$ cat src/rtl/sm3_cmp_pkg.sv
`timescale 1ns/1ps
package sm3_cmp_pkg;
    localparam int WORD_W = 32;
    localparam int NWORDS = 8;
    localparam int CV_W   = WORD_W * NWORDS;
    localparam int ROT_W  = $clog2(WORD_W);

    typedef logic [WORD_W-1:0] word_t;

    // Word A occupies the most significant position, H the least.
    typedef struct packed {
        word_t a;
        word_t b;
        word_t c;
        word_t d;
        word_t e;
        word_t f;
        word_t g;
        word_t h;
    } wstate_t;

    localparam logic [CV_W-1:0] SM3_IV =
        256'h7380166f_4914b2b9_172442d7_da8a0600_a96f30bc_163138aa_e38dee4d_b0fb0e4e;

    localparam word_t T_EARLY = 32'h79cc4519;
    localparam word_t T_LATE  = 32'h7a879d8a;

    function automatic word_t rotl_k(input word_t x, input int k);
        return (x << k) | (x >> (WORD_W - k));
    endfunction

    function automatic word_t rotl_v(input word_t x, input logic [ROT_W-1:0] k);
        return (x << k) | (x >> (WORD_W - int'(k)));
    endfunction

    function automatic word_t perm0(input word_t x);
        return x ^ rotl_k(x, 9) ^ rotl_k(x, 17);
    endfunction
endpackage

$ cat src/rtl/sm3_tconst.sv
`timescale 1ns/1ps
module sm3_tconst
    import sm3_cmp_pkg::*;
#(
    parameter int CNT_W         = 6,
    parameter int PARITY_ROUNDS = 16
) (
    input  logic [CNT_W-1:0] round_i,
    output word_t            t_o
);
    word_t             base;
    logic [ROT_W-1:0]  amt;

    always_comb begin
        base = (round_i < CNT_W'(PARITY_ROUNDS)) ? T_EARLY : T_LATE;
        amt  = ROT_W'(round_i);
        t_o  = rotl_v(base, amt);
    end
endmodule

$ cat src/rtl/sm3_round.sv
`timescale 1ns/1ps
module sm3_round
    import sm3_cmp_pkg::*;
#(
    parameter int CNT_W         = 6,
    parameter int PARITY_ROUNDS = 16
) (
    input  wstate_t          st_i,
    input  word_t            w_i,
    input  word_t            wp_i,
    input  word_t            t_i,
    input  logic [CNT_W-1:0] round_i,
    output wstate_t          st_o
);
    logic  early;
    word_t a12, ss1, ss2, ff, gg, tt1, tt2;

    always_comb begin
        early = (round_i < CNT_W'(PARITY_ROUNDS));
        a12   = rotl_k(st_i.a, 12);
        ss1   = rotl_k(a12 + st_i.e + t_i, 7);
        ss2   = ss1 ^ a12;
        if (early) begin
            ff = st_i.a ^ st_i.b ^ st_i.c;
            gg = st_i.e ^ st_i.f ^ st_i.g;
        end else begin
            ff = ((st_i.a | st_i.c) & st_i.b) | (st_i.a & st_i.c);
            gg = ((st_i.f ^ st_i.g) & st_i.e) ^ st_i.g;
        end
        tt1 = ff + st_i.d + ss2 + wp_i;
        tt2 = gg + st_i.h + ss1 + w_i;

        st_o.a = tt1;
        st_o.b = st_i.a;
        st_o.c = rotl_k(st_i.b, 9);
        st_o.d = st_i.c;
        st_o.e = perm0(tt2);
        st_o.f = st_i.e;
        st_o.g = rotl_k(st_i.f, 19);
        st_o.h = st_i.g;
    end
endmodule

$ cat src/rtl/sm3_cmp_core.sv
`timescale 1ns/1ps
module sm3_cmp_core
    import sm3_cmp_pkg::*;
#(
    parameter int NUM_ROUNDS    = 64,
    parameter int PARITY_ROUNDS = 16
) (
    input  logic            clk,
    input  logic            rst_n,
    input  logic            start_i,
    input  logic            use_iv_i,
    input  logic [CV_W-1:0] cv_i,
    input  logic            w_valid_i,
    input  logic [WORD_W-1:0] w_i,
    input  logic [WORD_W-1:0] wp_i,
    output logic            w_ready_o,
    output logic            busy_o,
    output logic            done_o,
    output logic [CV_W-1:0] cv_o
);
    localparam int               CNT_W = $clog2(NUM_ROUNDS);
    localparam logic [CNT_W-1:0] LAST  = CNT_W'(NUM_ROUNDS - 1);

    typedef struct packed {
        wstate_t          work;
        logic [CV_W-1:0]  chain;
        logic [CNT_W-1:0] rnd;
        logic             busy;
        logic             done;
    } core_t;

    core_t   r_q, r_d;
    wstate_t rnd_st;
    word_t   t_cur;
    logic    fire_d;

    sm3_tconst #(.CNT_W(CNT_W), .PARITY_ROUNDS(PARITY_ROUNDS)) u_tconst (
        .round_i (r_q.rnd),
        .t_o     (t_cur)
    );

    sm3_round #(.CNT_W(CNT_W), .PARITY_ROUNDS(PARITY_ROUNDS)) u_round (
        .st_i    (r_q.work),
        .w_i     (w_i),
        .wp_i    (wp_i),
        .t_i     (t_cur),
        .round_i (r_q.rnd),
        .st_o    (rnd_st)
    );

    always_comb begin
        r_d      = r_q;
        r_d.done = 1'b0;
        fire_d   = r_q.busy && w_valid_i;
        if (!r_q.busy && start_i) begin
            r_d.chain = use_iv_i ? SM3_IV : cv_i;
            r_d.work  = wstate_t'(use_iv_i ? SM3_IV : cv_i);
            r_d.rnd   = '0;
            r_d.busy  = 1'b1;
        end else if (fire_d) begin
            r_d.work = rnd_st;
            r_d.rnd  = r_q.rnd + 1'b1;
            if (r_q.rnd == LAST) begin
                r_d.chain = rnd_st ^ r_q.chain;
                r_d.busy  = 1'b0;
                r_d.done  = 1'b1;
            end
        end
    end

    always_ff @(posedge clk or negedge rst_n) begin
        if (!rst_n) r_q <= '0;
        else        r_q <= r_d;
    end

    assign busy_o    = r_q.busy;
    assign w_ready_o = r_q.busy;
    assign done_o    = r_q.done;
    assign cv_o      = r_q.chain;

    // an idle start enters round 0 with busy set
    a_r2_start_loads: assert property (@(posedge clk) disable iff (!rst_n)
        (start_i && !busy_o) |=> (busy_o && r_q.rnd == '0));

    // no valid word pair, no progress
    a_r4_stall_holds: assert property (@(posedge clk) disable iff (!rst_n)
        (busy_o && !w_valid_i) |=> ($stable(r_q.rnd) && $stable(r_q.work) && busy_o));

    // a start while busy does not end or restart the block
    a_r7_start_ignored: assert property (@(posedge clk) disable iff (!rst_n)
        (busy_o && start_i && r_q.rnd != LAST) |=> (busy_o && !done_o));

    // done lasts one cycle and coincides with idle
    a_r8_done_single: assert property (@(posedge clk) disable iff (!rst_n)
        done_o |=> !done_o);
    a_r8_done_idle: assert property (@(posedge clk) disable iff (!rst_n)
        done_o |-> !busy_o);
    a_r8_result_held: assert property (@(posedge clk) disable iff (!rst_n)
        (!busy_o && !start_i) |=> $stable(cv_o));
endmodule

$ cat config.mk
export PLATFORM = sky130hd
export DESIGN_NAME = sm3_cmp_core
export DESIGN_NICKNAME = d
export VERILOG_FILES = /design/src/rtl/sm3_cmp_pkg.sv /design/src/rtl/sm3_tconst.sv /design/src/rtl/sm3_round.sv /design/src/rtl/sm3_cmp_core.sv
export SDC_FILE = /design/constraint.sdc
export NUM_CORES = 2
export LEC_CHECK = 0
export CORE_MARGIN = 10
export CORE_UTILIZATION = 40
export DETAILED_ROUTE_END_ITERATION = 7
export DONT_BUFFER_PORTS = 1
export SYNTH_ARGS = -nofsm -noshare
export SYNTH_HDL_FRONTEND = slang
export SYNTH_SLANG_ARGS = --single-unit
$ cat constraint.sdc
create_clock -name clk -period 12.5 [get_ports clk]
set_input_delay 2.5 -clock clk [delete_from_list [all_inputs] [get_ports clk]]
set_output_delay 2.5 -clock clk [all_outputs]
set_load 0.03 [all_outputs]
==> results by group <==
Yosys
  – Async SR Flop Fraction: between 90% and 100%
  – Unique masters post-synth: just over 80
  – Warnings, synthesis: 0
  – Mean Syn Cell Area: about 8.6 um^2
  – Syn_nets: around 5200
  – Yosys top cell by area: dfrtp_1
  – Sequential share of the synthesized area: between 30% and 40%
  – Share of the synthesized area in the top cell type: 32.9%
  – Ys flop type: dfrtp_1
  – FF+latch count, synth: 520
  – Dominant cells by area after synthesis: dfrtp_1, fa_1, o21ai_0
  – Synth Cell Area: between 0.03 and 0.04 mm^2
  – EDFF count, synth: 0
  – Gate Count Post-Synth: around 4600

Placement
  – Buffers added on ports: 0
  – Hpwl dp: 129000 um
  – Gpl congestion: ~0.99

Global routing
  – Top Usage Layer GRT: met2
  – Global-route wire length before repair: 240000 um
  – GR Layer Usage met1: 39.1%
  – GRT Overall Usage: 29.1%
  – GR Layer Usage met3: just under 9%
  – Total grt overflow: 0
  – Largest net degree at the start of global routing: 521
  – Vias in the first global route: 32300
  – Initial antenna violation count: 24
  – GRT met2 Usage: 44.6%

Timing
  – Tmin final: between 10000 and 15000 ps
  – Tightest Pin Transition: ~1800 ps
  – Fmax: roughly 100 MHz
  – Worst Hold Slack: between 500 and 600 ps
  – Fin crit share: around four fifths
  – Fin. max-slew vios: around 160
  – Worst slew margin: -22.1%
  – Setup Viol. Count Final: 0
  – Sum of negative setup slack: 0 ps
  – Clock skew: around 36 ps
  – Final hold viol count: 0
  – RSZ-0062 raised after global routing: no

Routing
  – Vias per cell: between 6 and 7
  – Number of remaining DRC errors: 0
  – Drt total wl: ~170000 um
  – Vias: roughly 34000
  – Wire length per cell: roughly 30 um
  – Initial DRT Pass Iterations: 5
  – ANT nets after route: 0
  – 1st-iter DRT viols: just under 4000

Finish
  – Area Overhead vs Synth: 3.08%
  – Commonest non-fill, non-tap cell in the layout: nand2_1
  – Final-stage net count: just under 5000
  – Most frequent cells in the layout: nand2_1, dfrtp_1, o21ai_0
  – Final core occ: about 42%
  – Filler cell count in the final layout: between 9000 and 10000
  – Share of cells above drive strength 1: around 5.1%

Clocking
  – Cts bufs inserted: 59
  – CTS tree: yes
  – Cts repair resizes: 0
  – H-tree depth: 2
  – Cts hold-fix bufs: 0
  – Clock Tree Root: clkbuf_16
  – Worst-path clk slew: 60 ps
  – Clock Latency Late Sink: between 600 and 700 ps
  – Clk sinks: 520
  – Deepest clock path buffer count: 3
  – Setup Buffers After CTS: 0

Floorplan
  – Row count: between 100 and 150
  – Core footprint: approximately 0.1 mm^2
  – Die area: approximately 0.11 mm^2
  – # IOs: about 580
  – Initial core utilization: around two fifths
  – DIE WIDTH: 335 um
  – Die Y: ~330 um

Flow run
  – Max Cap Violations: 0

Min path
  – Hold Crit Depth: 2
  – Worst Hold Class: flop to flop

Status
  – Failing checks: slew limit
  – Outcome: finished with violations

Critical path
  – CP dominant cell by count: a21oi_1
  – Slowest CP cell: o21ai_0
  – Crit start category: flop
  – CP Class: flop to flop
  – Crit end category: flop
  – CP max stage delay: between 600 and 700 ps
  – WP data arrival: approximately 11000 ps
  – Crit-path max FO: 22
  – CP Data Required Time: about 13000 ps
  – R2R cell count: 37
[area by class of cell]
type | instances | area [um^2] | area share, %
Multi-Input combinational cell | 3270 | 22500 | 55.2
Sequential cell | 520 | 13000 | 31.9
Clock buffer | 79 | 1690 | 4.15
Tap cell | 1287 | 1610 | 3.95
Inverter | 305 | 1150 | 2.82
Timing Repair Buffer | 55 | 413 | 1.01
Clock inverter | 30 | 338 | 0.828
Antenna cell | 19 | 47.5 | 0.117
[critical path: cells and delay by family (launching register included)]
family | cells | cell delay [ps]
fa+ha+maj | 5 | 1940
simple gates | 6 | 1360
buf+inv | 3 | 660
xor+xnor | 3 | 730
compound gates | 20 | 4640
flops | 1 | 560
[routing by layer]
layer	vias to the layer above	wire (um)
met3	277	19500
met2	1745	75700
met4	14	5870
li1	14900	-
met5	-	84
met1	17400	68400
[kinds of logic after synthesis]
kind of cell	Yosys count	synth area share (%)
simple gates	1345	14.3
compound gates	1280	21.3
buf+inv	837	10.4
flops	520	32.9
fa+ha+maj	289	12.7
xor+xnor	258	5.91
mux	98	2.56
[path summary, 6_finish.rpt]
kind	start	end	slack (ps)
max	r_q[7]	cv_o[253]	2460
min reg2reg	r_q[396]	r_q[396]	500
max in group asynchronous	rst_n	cv_o[150]	9480
max reg2reg	r_q[7]	cv_o[253]	2460
min in group asynchronous	rst_n	cv_o[80]	1570
min	r_q[396]	r_q[396]	500
[stage by stage]
stage	std cells	instance area, um^2	setup WS (ps)
floorplan	4627	39600	3180
global placement	5437	38700	2750
detailed placement	5437	38700	2760
CTS	5546	40700	2710
global route	5561	40800	1890
finish	5565	40800	2460
[registers in the layout, indices dropped and copies added, names as in the netlist]
| signal | cells |
|---|---|
| r_q | 262 |
| busy_o | 1 |
| cv_o | 256 |
| done_o | 1 |
[Yosys cell counts, types with 10 or more instances]
cell and count:
nand2_1 619, dfrtp_1 520, o21ai_0 476, nor2_1 374, inv_1 305, buf_4 257
clkbuf_1 239, a21oi_1 215, fa_1 188, nand3_1 186, xnor2_1 181, a22o_1 121
a221o_1 119, a21o_1 100, ha_1 100, mux2i_1 72, xor2_1 71, nor3_1 64
buf_1 33, a31oi_1 30, o211ai_1 27, mux2_2 26, a22oi_1 23, nand2b_1 22
a211oi_1 21, o22ai_1 16, nor2b_1 15, o21a_1 15, o21ai_1 13, and2_1 11
o31ai_1 11, o221ai_1 10
Power is left out: the tool's default activity adds up to more than one toggle a clock period on the data nets, which glitch-free logic cannot reach.
